==> config.mk <==
export PLATFORM = sky130hd
export DESIGN_NAME = hb_commutator
export DESIGN_NICKNAME = d
export VERILOG_FILES = /design/src/rtl/hb_pkg.sv /design/src/rtl/hb_sync.sv /design/src/rtl/hb_ctrl.sv /design/src/rtl/hb_dpath.sv /design/src/rtl/hb_commutator.sv
export SDC_FILE = /design/constraint.sdc
export NUM_CORES = 1
export LEC_CHECK = 0
export BUFFER_PORTS_ARGS = -buffer_cell sky130_fd_sc_hd__clkbuf_2
export CAP_MARGIN = 20
export CELL_PAD_IN_SITES_DETAIL_PLACEMENT = 0
export CELL_PAD_IN_SITES_GLOBAL_PLACEMENT = 2
export CORE_UTILIZATION = 28
export DETAILED_ROUTE_END_ITERATION = 6
export HOLD_SLACK_MARGIN = 0.02
export PLACE_DENSITY_LB_ADDON = 0.1
export SLEW_MARGIN = 30
export SYNTH_ARGS = -nofsm -noshare
export SYNTH_HDL_FRONTEND = slang
export SYNTH_SLANG_ARGS = --single-unit
==> constraint.sdc <==
create_clock -name clk -period 1.05 [get_ports clk]
set_input_delay 0.105 -clock clk [delete_from_list [all_inputs] [get_ports clk]]
set_output_delay 0.105 -clock clk [all_outputs]
set_load 0.01 [all_outputs]
==> src/rtl/hb_pkg.sv <==
package hb_pkg;

  localparam int GATE_W   = 4;
  localparam int IDX_HI_L = 3;
  localparam int IDX_HI_R = 2;
  localparam int IDX_LO_L = 1;
  localparam int IDX_LO_R = 0;

  typedef enum logic [1:0] {
    MODE_START = 2'd0,
    MODE_OFF   = 2'd1,
    MODE_RUN   = 2'd2
  } bridgeMode_t;

  typedef struct packed {
    logic        follow;
    logic        followLvl;
    logic        park;
    logic        toggle;
    bridgeMode_t mode;
  } ctrlStrobe_t;

  function automatic logic [GATE_W-1:0] gatePattern(bridgeMode_t mode, logic posB);
    logic [GATE_W-1:0] g;
    g = '0;
    case (mode)
      MODE_START: begin
        g[IDX_LO_L] = 1'b1;
        g[IDX_LO_R] = 1'b1;
      end
      MODE_RUN: begin
        g[IDX_HI_L] = ~posB;
        g[IDX_LO_R] = ~posB;
        g[IDX_HI_R] = posB;
        g[IDX_LO_L] = posB;
      end
      default: g = '0;
    endcase
    return g;
  endfunction

endpackage

==> src/rtl/hb_sync.sv <==
module hb_sync #(
  parameter int STAGES = 2
) (
  input  logic clk,
  input  logic rstN,
  input  logic asyncIn,
  output logic syncOut
);
  logic [STAGES-1:0] chain;

  generate
    for (genvar i = 0; i < STAGES; i++) begin : g_stage
      if (i == 0) begin : g_first
        always_ff @(posedge clk or negedge rstN) begin
          if (!rstN) chain[0] <= 1'b0;
          else       chain[0] <= asyncIn;
        end
      end else begin : g_next
        always_ff @(posedge clk or negedge rstN) begin
          if (!rstN) chain[i] <= 1'b0;
          else       chain[i] <= chain[i-1];
        end
      end
    end
  endgenerate

  assign syncOut = chain[STAGES-1];
endmodule

==> src/rtl/hb_ctrl.sv <==
module hb_ctrl
  import hb_pkg::*;
#(
  parameter int SYNC_STAGES = 2
) (
  input  logic        clk,
  input  logic        rstN,
  input  logic        supplyOk,
  input  logic        bridgeOff,
  input  logic        startRelease,
  input  logic        divBypass,
  input  logic        extClkSel,
  input  logic        extDrive,
  input  logic        oscTick,
  output ctrlStrobe_t strobe
);
  localparam int SRC_N = 2;
  localparam int SRC_OSC = 0;
  localparam int SRC_EXT = 1;

  logic [SRC_N-1:0] rawIn;
  logic [SRC_N-1:0] syncLvl;
  logic [SRC_N-1:0] prevLvl;
  logic [SRC_N-1:0] fallSeen;
  logic             srcFall;
  bridgeMode_t      modeQ;
  bridgeMode_t      modeNext;

  assign rawIn[SRC_OSC] = oscTick;
  assign rawIn[SRC_EXT] = extDrive;

  generate
    for (genvar s = 0; s < SRC_N; s++) begin : g_src
      hb_sync #(.STAGES(SYNC_STAGES)) u_sync (
        .clk    (clk),
        .rstN   (rstN),
        .asyncIn(rawIn[s]),
        .syncOut(syncLvl[s])
      );
      always_ff @(posedge clk or negedge rstN) begin
        if (!rstN) prevLvl[s] <= 1'b0;
        else       prevLvl[s] <= syncLvl[s];
      end
      assign fallSeen[s] = prevLvl[s] & ~syncLvl[s];
    end
  endgenerate

  assign srcFall = extClkSel ? fallSeen[SRC_EXT] : fallSeen[SRC_OSC];

  always_comb begin
    if (bridgeOff)                      modeNext = MODE_OFF;
    else if (!supplyOk || !startRelease) modeNext = MODE_START;
    else                                modeNext = MODE_RUN;
  end

  always_ff @(posedge clk or negedge rstN) begin
    if (!rstN) modeQ <= MODE_START;
    else       modeQ <= modeNext;
  end

  always_comb begin
    strobe.mode      = modeQ;
    strobe.follow    = divBypass;
    strobe.followLvl = syncLvl[SRC_EXT];
    strobe.park      = !divBypass && (modeQ != MODE_RUN);
    strobe.toggle    = !divBypass && (modeQ == MODE_RUN) && srcFall;
  end
endmodule

==> src/rtl/hb_dpath.sv <==
module hb_dpath
  import hb_pkg::*;
(
  input  logic              clk,
  input  logic              rstN,
  input  ctrlStrobe_t       strobe,
  output logic [GATE_W-1:0] gates,
  output logic              reqStrobe
);
  logic              posB;
  logic              posNext;
  logic [GATE_W-1:0] gatesNext;

  always_comb begin
    posNext = posB;
    if (strobe.follow)      posNext = ~strobe.followLvl;
    else if (strobe.park)   posNext = 1'b0;
    else if (strobe.toggle) posNext = ~posB;
  end

  assign gatesNext = gatePattern(strobe.mode, posB);

  always_ff @(posedge clk or negedge rstN) begin
    if (!rstN) begin
      posB      <= 1'b0;
      gates     <= gatePattern(MODE_START, 1'b0);
      reqStrobe <= 1'b0;
    end else begin
      posB      <= posNext;
      gates     <= gatesNext;
      reqStrobe <= (gatesNext != gates);
    end
  end
endmodule

==> src/rtl/hb_commutator.sv <==
module hb_commutator
  import hb_pkg::*;
#(
  parameter int SYNC_STAGES = 2
) (
  input  logic clk,
  input  logic rstN,
  input  logic supplyOk,
  input  logic bridgeOff,
  input  logic startRelease,
  input  logic divBypass,
  input  logic extClkSel,
  input  logic extDrive,
  input  logic oscTick,
  output logic gateHiL,
  output logic gateHiR,
  output logic gateLoL,
  output logic gateLoR,
  output logic reqStrobe
);
  ctrlStrobe_t       strobe;
  logic [GATE_W-1:0] gates;

  hb_ctrl #(.SYNC_STAGES(SYNC_STAGES)) u_ctrl (
    .clk         (clk),
    .rstN        (rstN),
    .supplyOk    (supplyOk),
    .bridgeOff   (bridgeOff),
    .startRelease(startRelease),
    .divBypass   (divBypass),
    .extClkSel   (extClkSel),
    .extDrive    (extDrive),
    .oscTick     (oscTick),
    .strobe      (strobe)
  );

  hb_dpath u_dpath (
    .clk      (clk),
    .rstN     (rstN),
    .strobe   (strobe),
    .gates    (gates),
    .reqStrobe(reqStrobe)
  );

  assign gateHiL = gates[IDX_HI_L];
  assign gateHiR = gates[IDX_HI_R];
  assign gateLoL = gates[IDX_LO_L];
  assign gateLoR = gates[IDX_LO_R];
endmodule

==> results by group <==
Setup path
  – WP buf/inv: 0
  – Worst R2R Setup Slack: -90 ps
  – Arr. time, crit path: 1280 ps
  – Crit Path Category: flop to flop
  – Worst Path Max Fanout: 5
  – CP Capture Type: flop
  – Cell breakdown of the critical path: nor3b_4, xnor2_1, o2111ai_1
  – CP delay by family, top: flip-flops
  – Startpoint types: flop
  – Cells on worst reg2reg path: 3
  – CP Data Required Time: 1190 ps
  – WP depth: 3
  – CP max stage delay: 460 ps
  – CP max-delay cell: dfrtp_2

Synthesis
  – Flops & latches, synth: 14
  – Number of distinct library cells after synthesis: 21
  – Post-synth ARST share: 1.00
  – Synth Warn #: 0
  – EDFF count, synth: 0
  – Avg Cell Area, Syn: roughly 14 µm²
  – Synthesized Nets: 45
  – Cells after synthesis: 36
  – Seq/Total Area, Yosys: 0.695
  – Synth top area share: 0.591
  – Ys flop type: dfrtp_1
  – Post-Syn Area: 508 µm²
  – Largest cells by area after synthesis: dfrtp_1 59%, dfstp_2 10%, nor3b_4 3.7%, and3b_1 3.4%, a21bo_1 2.0%
  – Area leader, netlist: dfrtp_1

Clock tree
  – Clk root buf: clkbuf_4
  – CTS buffer count: 3
  – Max Root-Sink Buffers: 2
  – Total clock sinks: 14
  – Clk Latency, worst-skew pair: between 200 and 300 ps
  – Htree depth: 1
  – Clk slew on worst S/H paths: 80 ps
  – CTS tree: done

Outcome
  – Failing checks: negative setup slack
  – Outcome: finished with violations

Timing
  – Worst slew pin tran: about 330 ps
  – Fin crit share: 1.08
  – Worst setup margin: -87.4 ps
  – Period minus WS final: 1140 ps
  – RSZ-0062 raised after global routing: yes
  – Final setup fails: 2
  – Slew Limit Fails: 0
  – Slew margin rel.: 0.778
  – Max Freq: about 880 MHz
  – Clock skew: 4.67 ps
  – Final hold vios: 0

GRT
  – GRT Util Overall: 0.0962
  – Number of global-route vias before repair: 313
  – First-pass GRT wire length: between 1000 and 1500 µm
  – Grt ovf: 0
  – Maximum number of pins on one net before global-route repair: 15
  – Antenna violations before repair: 0

Power
  – Worst VDD drop: 0.000849 V
  – Cell leakage power: roughly 0.32 nW
  – Power consumption: 1.06 mW
  – Pwr dens: 1480 mW/mm²

Routing
  – Drt total wl: 829 µm
  – Pre-antenna DRT Iters: 2
  – Residual DRC: 0
  – DR iter-0 viols: 3
  – Post-route ant nets: 0
  – WL/cell: 9.87 µm
  – Post-DR vias/cell: between 4 and 5
  – Via total after detailed routing: 352

Floorplanning
  – Die Y: 44.6 µm
  – Initial core utilization: 0.297
  – Die width: 44.6 µm
  – Rows: 15
  – Num ports: 14
  – Core footprint: 0.00171 mm²
  – Die area: 0.00199 mm²

Placed design
  – DP Area: 604 µm²
  – DP Worst Slack: -107 ps
  – Routability cong.: between 0.6 and 0.7
  – Detailed placement HPWL: 615 µm
  – PortBufs: 13

Final layout
  – Antenna cells: 0
  – Post-route cell area: 716 µm²
  – Fillcell total: 163
  – NumNets Final: 69
  – Final Util: 0.419
  – Layout cells sized above 1: 0.373
  – Area delta synth->final: 40.9%

Run
  – Max Cap Viol: 0

Worst hold path
  – WHS Path Cells: 3
  – Hold Path Class: primary input to flop
## flip-flops by register name (all words and copies together) (netlist names)
signal                       cells
u_ctrl.g_src.u_sync.chain        2
u_ctrl.g_src.u_sync.syncOut      2
u_ctrl.modeQ                     2
u_ctrl.prevLvl                   2
u_dpath.gates                    4
u_dpath.posB                     1
u_dpath.reqStrobe                1
## worst reg2reg max path, delay by kind of cell (launching register included)
| family | cells | cell delay [ps] |
|---|---|---|
| flip-flops | 1 | 460 |
| XOR/XNOR | 1 | 150 |
| AND/OR/NAND/NOR | 1 | 260 |
| AO/OA/AOI/OAI | 1 | 140 |
## power by group
part,total (mW),internal [mW],switching (mW)
combinational,0.0913,0.0543,0.0370
sequential,0.592,0.571,0.0212
clock,0.372,0.211,0.162
## cells in the final DEF (no fill, tap or decap), drive strengths merged
master	n
buf	2
nand3	1
a31oi	1
xnor2	1
dfrtp	12
a21oi	2
nor2	2
dlygate4sd3	6
clkbuf	15
o2111ai	1
nand2b	1
nand2	1
or3	1
nand4b	1
nor2b	1
o21ai	1
dfstp	2
nand3b	1
a21bo	1
inv	1
and2	1
nor3b	1
or3b	1
and3b	2
## final cells by class
| cell class | count | area [µm²] | area share |
|---|---|---|---|
| Inverter | 1 | 3.75 | 0.00524 |
| Timing Repair Buffer | 19 | 138 | 0.192 |
| Sequential cell | 14 | 355 | 0.497 |
| Multi-Input combinational cell | 21 | 151 | 0.212 |
| Tap cell | 25 | 31.3 | 0.0437 |
| Clock buffer | 4 | 36.3 | 0.0507 |
## metrics by stage
stage | hold slack (ps) | TNS (ps) | std cells
4_1_cts | 51.4 | -213 | 84
3_3_place_gp | 11.7 | -98.4 | 74
6_report | 57.5 | -174 | 84
3_5_place_dp | 22.4 | -200 | 74
5_1_grt | 52.2 | -377 | 84
2_1_floorplan | -191 | -7.72 | 36
## cell families (layout without fill, tap and decap cells)
kind of cell           after synthesis  in the layout  share of synthesized area
buffers and inverters                1             24                    0.00738
flip-flops                          14             14                      0.695
XOR/XNOR                             1              1                     0.0172
AND/OR/NAND/NOR                     14             14                      0.202
AO/OA/AOI/OAI                        6              6                     0.0788
## per-layer routing
metal	routed length, µm	vias up	share of wire	track usage
li1	-	172	-	-
met1	366	167	0.44	0.105
met2	410	13	0.49	0.147
met3	53	0	0.064	0.0653
met4	0	0	0	0.0364
met5	0	-	0	0
## Yosys cell counts, types with 2 or more instances
master    n
dfrtp_1  12
nor2_1    2
and3b_1   2
dfstp_2   2
a21oi_1   2
## worst paths after layout
kind | start | to
max in group asynchronous | rstN | u_dpath.gates[1]
worst max register to register | u_dpath.posB | u_dpath.reqStrobe
worst min-delay path | divBypass | u_dpath.posB
worst min register to register | u_ctrl.g_src[1].u_sync.chain[0] | u_ctrl.g_src[1].u_sync.syncOut
min in group asynchronous | rstN | u_dpath.gates[2]
worst max-delay path | u_dpath.posB | u_dpath.reqStrobe
## what timing repair did
item | 4_1_cts | 5_1_grt
endpoints found under the hold margin | 18 | 0
hold buffers | 6 | 0
setup endpoints to repair | 4 | 4
pin swaps | 3 | 1
buffers inserted | 0 | 0
resized for setup | 2 | 4
Note: power is estimated with default switching activity, not from simulation.
